$ cat src/rtl/fpbox_pkg.sv
// Package: shared widths, format codes and canonical NaN constants for the
// NaN-box adapter. Assumes a 64-bit register word with 32- and 16-bit
// narrow formats nested inside it.
package fpbox_pkg;
    localparam int WORD_W   = 64;
    localparam int SINGLE_W = 32;
    localparam int HALF_W   = 16;
    localparam int FMT_W    = 2;

    typedef enum logic [FMT_W-1:0] {
        FMT_HALF   = 2'b00,
        FMT_SINGLE = 2'b01,
        FMT_DOUBLE = 2'b10,
        FMT_SPARE  = 2'b11
    } fp_fmt_e;

    localparam logic [SINGLE_W-1:0] QNAN_SINGLE = 32'h7FC0_0000;
    localparam logic [HALF_W-1:0]   QNAN_HALF   = 16'h7E00;

    // Box a value of width nbits into a full word (upper bits forced to one).
    function automatic logic [WORD_W-1:0] box_to_word(input logic [WORD_W-1:0] val,
                                                      input int nbits);
        logic [WORD_W-1:0] mask;
        mask = {WORD_W{1'b1}} << nbits;
        return mask | (val & ~mask);
    endfunction
endpackage

$ cat src/rtl/fpbox_writer.sv
// Module: write-side boxing. Fills every bit above a narrow result with ones,
// or passes the value untouched for double format or a raw move.
// Assumes: format code 2'b11 is treated as double.
module fpbox_writer
    import fpbox_pkg::*;
(
    input  logic [WORD_W-1:0] wr_val,
    input  fp_fmt_e           wr_fmt,
    input  logic              raw_move,
    output logic [WORD_W-1:0] wr_word
);
    // Select boxed or verbatim write word.
    always_comb begin
        if (raw_move) begin
            wr_word = wr_val;
        end else begin
            unique case (wr_fmt)
                FMT_HALF:   wr_word = box_to_word(wr_val, HALF_W);
                FMT_SINGLE: wr_word = box_to_word(wr_val, SINGLE_W);
                default:    wr_word = wr_val;
            endcase
        end
    end
endmodule

$ cat src/rtl/fpbox_width_detect.sv
// Module: inspects a register word and flags which narrow boxings it
// satisfies; reports the narrowest satisfied width as a format code.
// Assumes: half boxing implies single boxing (nested pattern).
module fpbox_width_detect
    import fpbox_pkg::*;
(
    input  logic [WORD_W-1:0] word,
    output logic              half_ok,
    output logic              single_ok,
    output fp_fmt_e           width
);
    localparam int N_CHK = 2;
    localparam int CHK_W [N_CHK] = '{HALF_W, SINGLE_W};

    logic [N_CHK-1:0] ok_vec;

    // One upper-bits-all-ones detector per narrow width.
    for (genvar g = 0; g < N_CHK; g++) begin : g_chk
        assign ok_vec[g] = &word[WORD_W-1:CHK_W[g]];
    end

    assign half_ok   = ok_vec[0];
    assign single_ok = ok_vec[1];

    // Narrowest satisfied width wins.
    always_comb begin
        if (half_ok)        width = FMT_HALF;
        else if (single_ok) width = FMT_SINGLE;
        else                width = FMT_DOUBLE;
    end
endmodule

$ cat src/rtl/fpbox_reader.sv
// Module: read-side unboxing. For a narrow request, passes the zero-extended
// low bits when the box is valid, otherwise substitutes a canonical quiet NaN
// and raises the bad-box flag. Double requests and raw moves pass the word.
// Assumes: validity flags come from fpbox_width_detect on the same word.
module fpbox_reader
    import fpbox_pkg::*;
(
    input  logic [WORD_W-1:0] rd_word,
    input  fp_fmt_e           rd_fmt,
    input  logic              raw_move,
    input  logic              half_ok,
    input  logic              single_ok,
    output logic [WORD_W-1:0] operand,
    output logic              bad_box
);
    logic [WORD_W-1:0] half_val;
    logic [WORD_W-1:0] single_val;

    assign half_val   = {{(WORD_W-HALF_W){1'b0}},   half_ok   ? rd_word[HALF_W-1:0]   : QNAN_HALF};
    assign single_val = {{(WORD_W-SINGLE_W){1'b0}}, single_ok ? rd_word[SINGLE_W-1:0] : QNAN_SINGLE};

    // Choose operand and flag from requested format.
    always_comb begin
        operand = rd_word;
        bad_box = 1'b0;
        if (!raw_move) begin
            unique case (rd_fmt)
                FMT_HALF: begin
                    operand = half_val;
                    bad_box = !half_ok;
                end
                FMT_SINGLE: begin
                    operand = single_val;
                    bad_box = !single_ok;
                end
                default: begin
                    operand = rd_word;
                    bad_box = 1'b0;
                end
            endcase
        end
    end
endmodule

$ cat src/rtl/fp_box_adapter.sv
// Module: top of the NaN-box adapter. Combines write boxing, read unboxing
// and stored-width detection; OUT_REG = 1 adds one output register stage
// with synchronous active-low reset, OUT_REG = 0 leaves all paths combinational.
module fp_box_adapter
    import fpbox_pkg::*;
#(
    parameter bit OUT_REG = 1'b1
) (
    input  logic                clk,
    input  logic                rst_n,
    input  logic [WORD_W-1:0]   rd_word,
    input  logic [FMT_W-1:0]    rd_fmt,
    input  logic [WORD_W-1:0]   wr_val,
    input  logic [FMT_W-1:0]    wr_fmt,
    input  logic                raw_move,
    output logic [WORD_W-1:0]   wr_word,
    output logic [WORD_W-1:0]   rd_operand,
    output logic                rd_bad_box,
    output logic [FMT_W-1:0]    rd_width
);
    logic [WORD_W-1:0] wr_word_c;
    logic [WORD_W-1:0] operand_c;
    logic              bad_c;
    logic              half_ok;
    logic              single_ok;
    fp_fmt_e           width_c;

    fpbox_writer u_writer (
        .wr_val   (wr_val),
        .wr_fmt   (fp_fmt_e'(wr_fmt)),
        .raw_move (raw_move),
        .wr_word  (wr_word_c)
    );

    fpbox_width_detect u_detect (
        .word      (rd_word),
        .half_ok   (half_ok),
        .single_ok (single_ok),
        .width     (width_c)
    );

    fpbox_reader u_reader (
        .rd_word   (rd_word),
        .rd_fmt    (fp_fmt_e'(rd_fmt)),
        .raw_move  (raw_move),
        .half_ok   (half_ok),
        .single_ok (single_ok),
        .operand   (operand_c),
        .bad_box   (bad_c)
    );

    if (OUT_REG) begin : g_reg
        // Output stage: capture all results, clear on reset.
        always_ff @(posedge clk) begin
            if (!rst_n) begin
                wr_word    <= '0;
                rd_operand <= '0;
                rd_bad_box <= 1'b0;
                rd_width   <= '0;
            end else begin
                wr_word    <= wr_word_c;
                rd_operand <= operand_c;
                rd_bad_box <= bad_c;
                rd_width   <= width_c;
            end
        end
    end else begin : g_comb
        assign wr_word    = wr_word_c;
        assign rd_operand = operand_c;
        assign rd_bad_box = bad_c;
        assign rd_width   = width_c;
    end
endmodule

$ cat config.mk
export PLATFORM = sky130hd
export DESIGN_NAME = fp_box_adapter
export DESIGN_NICKNAME = d
export VERILOG_FILES = /design/src/rtl/fpbox_pkg.sv /design/src/rtl/fpbox_writer.sv /design/src/rtl/fpbox_width_detect.sv /design/src/rtl/fpbox_reader.sv /design/src/rtl/fp_box_adapter.sv
export SDC_FILE = /design/constraint.sdc
export NUM_CORES = 1
export LEC_CHECK = 0
export BUFFER_PORTS_ARGS = -buffer_cell sky130_fd_sc_hd__buf_2
export CORE_UTILIZATION = 37
export DETAILED_ROUTE_END_ITERATION = 10
export HOLD_SLACK_MARGIN = 0.08
export PLACE_DENSITY_LB_ADDON = 0.25
export SYNTH_ARGS = -nofsm -noshare
export SYNTH_HDL_FRONTEND = slang
export SYNTH_SLANG_ARGS = --single-unit
export TNS_END_PERCENT = 100
$ cat constraint.sdc
create_clock -name clk -period 1.35 [get_ports clk]
set_input_delay 0.2025 -clock clk [delete_from_list [all_inputs] [get_ports clk]]
set_output_delay 0.2025 -clock clk [all_outputs]
set_load 0.02 [all_outputs]
# Word-level counts from Yosys, hierarchy flattened
# Index checks and enable logic that the tools add are counted.
[classes]
muxes = 8
n_addsub = 0
magnitude_cmp = 0
n_reduce_logical = 8
div = 0
n_eq_ne = 2
n_bitwise = 1
n_shift = 0
n_mul = 0
[ops]
columns = ["op", "n"]
rows = [
  ["one-hot mux 64 bit (2 select lines)", 2],
  ["two-way mux 64 bit", 2],
  ["AND reduction 48 bit", 1],
  ["two-way mux 32 bit", 1],
  ["AND reduction 32 bit", 1],
  ["two-way mux 16 bit", 1],
  ["equality test 2 x 1 -> 1 bit, second input constant", 2],
  ["logical NOT 2 bit", 2],
  ["OR reduction 2 bit", 2],
  ["logical NOT 1 bit", 2],
  ["two-way mux 2 bit", 1],
  ["one-hot mux 1 bit (2 select lines)", 1],
  ["NOT 1 bit", 1],
]
[totals]
romBits = 0
memories = 0
latchBits = 0
mem_bits_rw = 0
ff_bits = 131

# Longest topological paths before layout
# Gate-level depths: netlist of run 1.
[logic_depth]
ltp_word = 4
depth_mapped = 5
mapped_depth_nobuf = 4

# Cells and area by module
# Synthesis of run 1 repeated with hierarchy kept, for this count alone.
[unflattened]
cells_unflattened = 459
area_unflattened_um2 = 4770.8
[modules_own_cells]
columns = ["module", "seq_area_each_um2", "instances", "area_each_um2", "cells_each"]
rows = [
  ["fp_box_adapter", 2622.5, 1, 3574.7, 276],
  ["fpbox_reader", 0.0, 1, 580.6, 94],
  ["fpbox_writer", 0.0, 1, 488.0, 70],
  ["fpbox_width_detect", 0.0, 1, 127.6, 19],
]

# Least setup slack after synthesis of run 1
# Ideal clock, no wire load.
[synth_path]
kind = "input port to flip-flop"
startpoint = "input port rd_word[32]"
endpoint = "register rd_operand[10]"
t_arrival_ps = 1327
path_stages = 5
slack_ps = -35
setup_time_ps = 59
path_buffers = 1
cell_sequence = "nand4_1 -> or4_4 -> o21ai_4 -> buf_6 -> o211a_1"
[synth_between]
elab_chain_cells = 4
elab_cells_between_ends = 6
cone_classes = "mux: 4; reduce/logical: 2"
[synth_rtl]
columns = ["element", "line_no", "source"]
rows = [
  ["from (decl)", "fp_box_adapter.sv:11", "input logic [WORD_W-1:0] rd_word,"],
  ["AND reduction 48 bit / AND reduction 32 bit (equally long branches)", "fpbox_width_detect.sv:19", "assign ok_vec[g] = &word[WORD_W-1:CHK_W[g]];"],
  ["two-way mux 16 bit / two-way mux 32 bit (equally long branches)", "fpbox_reader.sv:19, fpbox_reader.sv:20", ""],
  ["one-hot mux 64 bit (2 select lines) (*)", "fpbox_reader.sv:27", "unique case (rd_fmt)"],
  ["two-way mux 64 bit (*)", "fpbox_reader.sv:26", "if (!raw_move) begin"],
  ["to (signal assigned)", "fp_box_adapter.sv:62", "rd_operand <= operand_c;"],
  ["to (decl)", "fp_box_adapter.sv:17", "output logic [WORD_W-1:0] rd_operand,"],
]
# Mark *: on every way between the ends. The rest lies on a longest branch, timed or not.
# A chain may end at the register's enable or synchronous reset.

# Final worst setup path of run 1
[layout_path]
startpoint = "input port rd_word[56]"
endpoint = "register rd_operand[11]"
# Same word-level chain as after synthesis.

==> flow_summary.yaml, run 1 <==
grt:
  grt_overflow: 0
  grt_pass1_vias: 4219
  antenna_found_initial: 1
  grt_max_degree: 100
  gr-usage-met3_pct: 7.30
  grt_pass1_wl_um: 20800
  grtUsageTotal_pct: 24.6
  grt.busiest_layer: "met2"
  use_met2_pct: 44.7
  grtUsageMet1_pct: 25.4
yosys:
  ys_types: 24
  synth_seq_cells: 131
  synthFlopType: "dfxtp_1"
  synth-seq-area-share_pct: 67.1
  synthCells: 327
  synth_area_um2: 3910
  synth_fp_nets: 462
  syn_area_per_cell_um2: 11.9
  async_flop_share_pct: 0
  yosysWarnings: 0
  synth-edff-count: 0
finish:
  n_fill_cell: 732
  drive_above_1_share_pct: 42.4
  final_util_pct: 72.1
  syn_to_final_growth_pct: 89.7
  mostFrequentLayoutCells: "buf_2, dfxtp_1, dlygate4sd3_1"
  multi_input_comb_area_um2: 1190
  final_common_cell: "buf_2"
  regArea_um2: 2620
  finish.net_count: 872
routing:
  drc: 0
  dr.first_iter.drc_count: 188
  wire_per_inst_um: 14.9
  via_per_inst: 4.52
  drtAntennaViolNets: 0
  via_count: 4012
  drt-pass1-iter-count: 4
  wirelength_um: 13200
clock_tree:
  h-tree-depth: 4
  clkSinkCount: 131
  cts_root_buf: "clkbuf_8"
  clockBufferDepth: 2
  cts_tree: "done"
  cts_buffers: 17
  clk_pin_slew_worst_paths_ns: 0.06
sta:
  fmax_mhz: 801
  holdWs_ns: 0.116
  drv_slew: 0
  worst_slew_pin_slew_ns: 0.873
  hold_violations: 0
  setup_viol: 0
  max_slew_margin_pct: 41.8
  setup_tns_ns: 0
  fin_crit_sh_pct: 92.5
  period_needed_ns: 1.25
  rsz0062_at_grt: "no"
worst_setup_path:
  crit_arrival_ns: 1.65
  worstSetupEndpointType: "flop"
  crit_type: "primary input to flop"
  cp_max_fo: 6
  worstPathRequired_ns: 1.75
  setup.worst_path.start_class: "primary input"
hold_path:
  min_to: "rd_width[0]$_SDFF_PP0_"
  hold_depth: 4
  hp-class: "primary input to flop"
  worstHoldStart: "rd_word[46]"
floorplanning:
  start_util_pct: 38.0
  die-area_um2: 11000
  die_w_um: 105
  rows: 37
  fp.dieH_um: 105
  core_area_um2: 10300
  num_io_pins: 266
power_and_ir_drop:
  ir_worst_vdd_mv: 0.887
  p_total_mw: 10.4
  p_per_area_nw_per_um2: 1400
  leakagePower_nw: 3.69
placement:
  portBuffers: 265
  dp.final_hpwl_um: 7700
  gp_congestion: 0.746
outcome:
  run_status: "finished clean"
flow_run:
  cap_violations: 0
-- final cells by class --
class	instances	area share (%)
Tap cell	136	2.30
Antenna cell	2	0.0675
Clock inverter	8	1.98
Multi-Input combinational cell	174	16.0
Clock buffer	24	6.62
Timing Repair Buffer	411	37.5
Sequential cell	131	35.4
Inverter	2	0.101
-- worst max-delay path: stages --
cell	delay, ns
buf_2	0.09
nand4_1	0.16
nor4_1	0.33
buf_4	0.18
buf_4	0.11
a31oi_1	0.24
o211a_1	0.32
-- logic make-up (layout without fill, tap and decap cells) --
kind of cell	after synthesis	count (layout)	synth area share (%)
other	0	2	0
and+or+nand+nor	104	104	16.0
DFF	131	131	67.1
AOI/OAI and AO/OA	70	70	14.1
buffers and inverters	22	445	2.72
-- through the flow --
step	area [um^2]	setup WS, ns	cells
floorplan	3910	-0.0338	327
global placement	5470	-0.439	725
detailed placement	5470	-0.424	725
CTS	7390	0.119	885
global route	7410	0.00219	887
finish	7410	0.102	888
-- layer usage --
layer | routed length, um | up-vias
li1 | - | 1937
met1 | 5040 | 1864
met2 | 6900 | 174
met3 | 865 | 37
met4 | 443 | 0
met5 | 0 | -
-- flip-flops by register name, summed over array words and instances, names as in the netlist --
register    flops
wr_word        64
rd_bad_box      1
rd_width        2
rd_operand     64
-- what timing repair did --
item,CTS,global route
endpoints found under the setup margin,0,3
buffers inserted,0,0
hold endpoints to repair,128,7
resized for setup,0,1
hold buffers,128,1
-- how the worst max path moves through the flow --
stage / startpoint / endpoint / slack, ns / cells after the start
detailed placement: rd_word[55] / rd_operand[21]$_SDFF_PN0_ / -0.42 / 6
global placement: rd_word[33] / rd_operand[11]$_SDFF_PN0_ / -0.44 / 7
CTS: wr_word[47]$_SDFF_PN0_ / wr_word[47] / 0.12 / 1
global route: rd_word[17] / rd_operand[11]$_SDFF_PN0_ / 0.002 / 5
finish: rd_word[56] / rd_operand[11]$_SDFF_PN0_ / 0.10 / 7
floorplan: rd_word[44] / rd_operand[10]$_SDFF_PN0_ / -0.03 / 5
-- cells in the mapped netlist, types with 3 or more instances --
| cell | n | area [um^2] |
|---|---|---|
| a21boi_0 | 10 | 75.1 |
| and2_1 | 48 | 300 |
| and3b_1 | 10 | 87.6 |
| clkbuf_1 | 15 | 56.3 |
| dfxtp_1 | 131 | 2620 |
| nand2_1 | 16 | 60.1 |
| nand4_1 | 12 | 75.1 |
| nor2_1 | 8 | 30.0 |
| nor3_1 | 3 | 15.0 |
| nor4_1 | 3 | 18.8 |
| o211a_1 | 6 | 60.1 |
| o21a_1 | 49 | 368 |
-- report_power, final --
group / total [mW] / switching [mW] / internal (mW)
combinational: 1.40 / 0.700 / 0.697
clock: 4.82 / 1.58 / 3.24
sequential: 4.15 / 0.0539 / 4.10
Note: power is estimated with default switching activity, not from simulation.
==> run 2, diff against run 1 <==
--- a/config.mk
+++ b/config.mk
@@ -6,7 +6,9 @@
 export NUM_CORES = 1
 export LEC_CHECK = 0
 export BUFFER_PORTS_ARGS = -buffer_cell sky130_fd_sc_hd__buf_2
-export CORE_UTILIZATION = 37
+export CELL_PAD_IN_SITES_DETAIL_PLACEMENT = 0
+export CELL_PAD_IN_SITES_GLOBAL_PLACEMENT = 1
+export CORE_UTILIZATION = 27
 export DETAILED_ROUTE_END_ITERATION = 10
 export HOLD_SLACK_MARGIN = 0.08
 export PLACE_DENSITY_LB_ADDON = 0.25
==> run 2 against run 1 <==
Clock power grew 2%. Maximum frequency grew 4.6%. Die area grew 36%. Sequential share of layout area shrank 0.077 points. Power grew 0.82%. Sequential power is essentially flat. Wire length grew 1.2%. Count of clock-buffer cells in the layout shrank 2. Largest power group unchanged.
==> flow_summary.yaml, run 2 (synthesized netlist as in run 1, its figures left out) <==
floorplanning:
  num_io_pins: 266
  start_util_pct: 27.9
  die-area_um2: 15000
  core_area_um2: 14000
  fp.dieH_um: 122
  rows: 43
  die_w_um: 122
clock_tree:
  cts_tree: "done"
  cts_root_buf: "clkbuf_16"
  cts_buffers: 17
  clkSinkCount: 131
  clockBufferDepth: 2
  clk_pin_slew_worst_paths_ns: 0.06
  cts_setup_buffers: 0
  h-tree-depth: 4
power_and_ir_drop:
  p_total_mw: 10.5
  swShare_pct: 22.4
  clkPwrFrac_pct: 47.0
  p_seq_share_pct: 39.8
  p_per_area_nw_per_um2: 1410
  leakagePower_nw: 3.68
  internal_power_mw: 8.11
  ir_worst_vdd_mv: 0.707
  netSwitchingPower_mw: 2.34
  combPwrFrac_pct: 13.3
worst_setup_path:
  crit_arrival_ns: 1.48
  setup.worst_path.start_class: "primary input"
  worstPathRequired_ns: 1.64
  cp_max_fo: 6
  worstSetupEndpointType: "flop"
  crit_start: "rd_word[32]"
  crit_type: "primary input to flop"
placement:
  dp.final_hpwl_um: 8690
  dp_cells: 770
  portBuffers: 265
  dpl_worst_slack_ns: -0.244
  placedInstanceArea_um2: 5550
  gp_congestion: 0.709
finish:
  diodes: 0
  final_area_um2: 7430
  syn_to_final_growth_pct: 90.1
  final_common_cell: "buf_2"
  final_util_pct: 53.1
  mostFrequentLayoutCells: "buf_2, dfxtp_1, dlygate4sd3_1"
  final_cells: 926
  drive_above_1_share_pct: 42.5
  n_fill_cell: 1240
  finish.net_count: 868
  reg.largest.list: "rd_operand (64), wr_word (64), rd_width (2)"
sta:
  max_slew_margin_pct: 66.5
  hold_violations: 0
  final.setup.worst_slack_ns: 0.156
  fmax_mhz: 838
  holdWs_ns: 0.134
  setup_tns_ns: 0
  period_needed_ns: 1.19
  setup_viol: 0
  worst_slew_pin_slew_ns: 0.500
  drv_slew: 0
  rsz0062_at_grt: "no"
  fin_crit_sh_pct: 88.4
flow_run:
  cap_violations: 0
hold_path:
  worstHoldStart: "rd_word[31]"
  hp-class: "primary input to flop"
grt:
  grt_pass1_vias: 4028
  grt_overflow: 0
  grt_pass1_wl_um: 19700
  antenna_found_initial: 0
  grtUsageTotal_pct: 17.6
  grt_max_degree: 73
routing:
  drc: 0
  dr.first_iter.drc_count: 77
  wirelength_um: 13400
  via_count: 3913
  drt-pass1-iter-count: 4
  via_per_inst: 4.23
  wire_per_inst_um: 14.5
  drtAntennaViolNets: 0
outcome:
  run_status: "finished clean"
## run 2: power by group through the flow
stage / sequential, mW / clock, mW / combinational [mW]
2_1_floorplan: 4.54 / 0 / 0.255
3_3_place_gp: 4.23 / 0 / 1.09
3_5_place_dp: 4.23 / 0 / 1.10
4_1_cts: 4.15 / 5.04 / 1.38
5_1_grt: 4.17 / 5.23 / 1.49
6_report: 4.15 / 4.91 / 1.39
## run 2: worst paths after layout
check | to | slack (ns) | cells after the start
hold / removal | rd_operand[31]$_SDFF_PN0_ | 0.13 | 4
setup / recovery | rd_operand[11]$_SDFF_PN0_ | 0.16 | 6
## run 2: final cells by class
class                           instances  area (um^2)  share of cell area (%)
Tap cell                              180          225                    3.03
Clock buffer                           22          454                    6.12
Timing Repair Buffer                  407         2750                    37.1
Inverter                                2         7.51                   0.101
Multi-Input combinational cell        174         1180                    16.0
Sequential cell                       131         2620                    35.3
Clock inverter                         10          180                    2.43
## run 2: routing by layer
layer / track usage [%] / vias up / wire [um]
met2: 32.9 / 165 / 7070
met3: 5.86 / 19 / 892
met4: 7.16 / 0 / 278
met5: 0 / - / 0
li1: - / 1926 / -
met1: 17.9 / 1803 / 5170
## run 2: what timing repair did
item	4_1_cts	5_1_grt
hold buffers	124	0
resized for setup	0	0
endpoints found under the hold margin	124	0
## run 2: critical path, cell delays in order
cell	delay [ns]
buf_2	0.09
nand4_1	0.12
nor4_1	0.42
buf_4	0.21
a31oi_1	0.18
o211a_1	0.26
==> run 3, diff against run 2 <==
--- a/config.mk
+++ b/config.mk
@@ -8,7 +8,7 @@
 export BUFFER_PORTS_ARGS = -buffer_cell sky130_fd_sc_hd__buf_2
 export CELL_PAD_IN_SITES_DETAIL_PLACEMENT = 0
 export CELL_PAD_IN_SITES_GLOBAL_PLACEMENT = 1
-export CORE_UTILIZATION = 27
+export CORE_UTILIZATION = 32
 export DETAILED_ROUTE_END_ITERATION = 10
 export HOLD_SLACK_MARGIN = 0.08
 export PLACE_DENSITY_LB_ADDON = 0.25
==> constraint.sdc (replaced) <==
create_clock -name clk -period 1.47 [get_ports clk]
set_input_delay 0.2205 -clock clk [delete_from_list [all_inputs] [get_ports clk]]
set_output_delay 0.2205 -clock clk [all_outputs]
set_load 0.02 [all_outputs]
==> run 3 against run 2 <==
Worst hold slack improved by 0.0086 ns. Count of clock-buffer cells in the layout rose by 2. Worst setup slack got worse by 0.032 ns. Largest cell class unchanged. Sequential power fell by 8.0%. Combinational power fell by 9%. Cell count decreased by 3.8%. Power down 10%. Non-clock buffer count is 2 higher. Cell area fell by 0.57%. Utilization up 10 points. Via count up 0.41%.
==> flow_summary.yaml, run 3 (synthesized netlist as in run 1, its figures left out) <==
clock_tree:
  cts_setup_buffers: 0
  cts_buffers: 17
  clockBufferDepth: 2
  clk_pin_slew_worst_paths_ns: 0.05
  cts_tree: "done"
  h-tree-depth: 4
  cts_root_buf: "clkbuf_16"
  clkSinkCount: 131
floorplanning:
  rows: 39
  fp.dieH_um: 112
  core_area_um2: 11700
  die-area_um2: 12700
  start_util_pct: 33.5
  die_w_um: 112
  num_io_pins: 266
finish:
  n_fill_cell: 932
  reg.largest.list: "rd_operand (64), wr_word (64), rd_width (2)"
  mostFrequentLayoutCells: "buf_2, dfxtp_1, dlygate4sd3_1"
  diodes: 0
  multi_input_comb_area_um2: 1200
  final_cells: 891
  regArea_um2: 2620
  final_common_cell: "buf_2"
  finish.net_count: 870
  final_area_um2: 7380
  syn_to_final_growth_pct: 89.0
  drive_above_1_share_pct: 42.6
routing:
  wirelength_um: 12800
  drtAntennaViolNets: 0
  via_per_inst: 4.41
  route.layer.met1.wl_um: 4790
  drt-pass1-iter-count: 4
  dr.first_iter.drc_count: 177
  dr_wl_met3_um: 1070
  drc: 0
  wire_per_inst_um: 14.3
  routed-wl-met2_um: 6670
  via_count: 3929
  highest_layer: "met4"
power_and_ir_drop:
  p_per_area_nw_per_um2: 1270
  p_total_mw: 9.40
  ir_worst_vdd_mv: 0.704
  leakagePower_nw: 3.67
placement:
  dpl_worst_slack_ns: -0.317
  dp_cells: 732
  portBuffers: 265
  gp_congestion: 0.702
  placedInstanceArea_um2: 5490
  dp.final_hpwl_um: 8240
sta:
  setup_tns_ns: 0
  final.setup.worst_slack_ns: 0.124
  setup_viol: 0
  hold_violations: 0
  fin_crit_sh_pct: 91.6
  rsz0062_at_grt: "no"
  fmax_mhz: 743
  period_needed_ns: 1.35
  drv_slew: 0
  worst_slew_pin_slew_ns: 0.572
  max_slew_margin_pct: 61.7
hold_path:
  worstHoldStart: "rd_word[59]"
  hp-class: "primary input to flop"
grt:
  grt_pass1_wl_um: 19900
  grtUsageTotal_pct: 20.6
  grt_max_degree: 67
  antenna_found_initial: 0
  grt_pass1_vias: 4102
  grt_overflow: 0
worst_setup_path:
  crit_arrival_ns: 1.64
  setup.worst_path.start_class: "primary input"
  cp_max_fo: 15
  worstPathRequired_ns: 1.76
  crit_start: "rd_word[34]"
  crit_type: "primary input to flop"
  worstSetupEndpointType: "flop"
flow_run:
  cap_violations: 0
outcome:
  run_status: "finished clean"
==> run 3: timing repair <==
item	in CTS	in global routing
endpoints found under the setup margin	0	6
hold buffers	127	0
gates resized for setup	0	2
hold endpoints to repair	127	0
==> run 3: final timing paths <==
check                                        to  slack, ns  depth (start not counted)
worst max-delay path  rd_operand[23]$_SDFF_PN0_       0.12                          7
worst min-delay path  rd_operand[59]$_SDFF_PN0_       0.14                          3
==> run 3: cell type report <==
class	count	area share, %
well taps	143	2.42
multi-input cells	174	16.2
repair buffers	409	37.4
inverters	2	0.102
clock inverters	8	1.68
flip-flops and latches	131	35.5
clock buffers	24	6.66
==> run 3: per-stage QoR <==
step	utilization, %	hold WS, ns
floorplan	-	0.334
global placement	47.0	0.426
detailed placement	47.0	0.431
CTS	63.2	0.103
global route	63.3	0.138
finish	63.3	0.143
==> run 3: layer usage <==
layer | track usage, % | up-vias
li1 | - | 1930
met1 | 20.7 | 1809
met2 | 37.4 | 174
met3 | 8.86 | 16
met4 | 8.62 | 0
met5 | 0 | -
==> run 3: critical path: stages <==
cell      delay (ns)
buf_2           0.09
nand4_1         0.18
buf_4           0.19
or4_4           0.54
o21ai_4         0.19
buf_12          0.15
a21boi_0        0.08
==> run 3: where the power goes <==
| part | internal [mW] | total [mW] | switching (mW) |
|---|---|---|---|
| clock | 2.84 | 4.32 | 1.48 |
| combinational | 0.636 | 1.26 | 0.628 |
| sequential | 3.76 | 3.82 | 0.0520 |
| total | 7.25 | 9.40 | 2.16 |
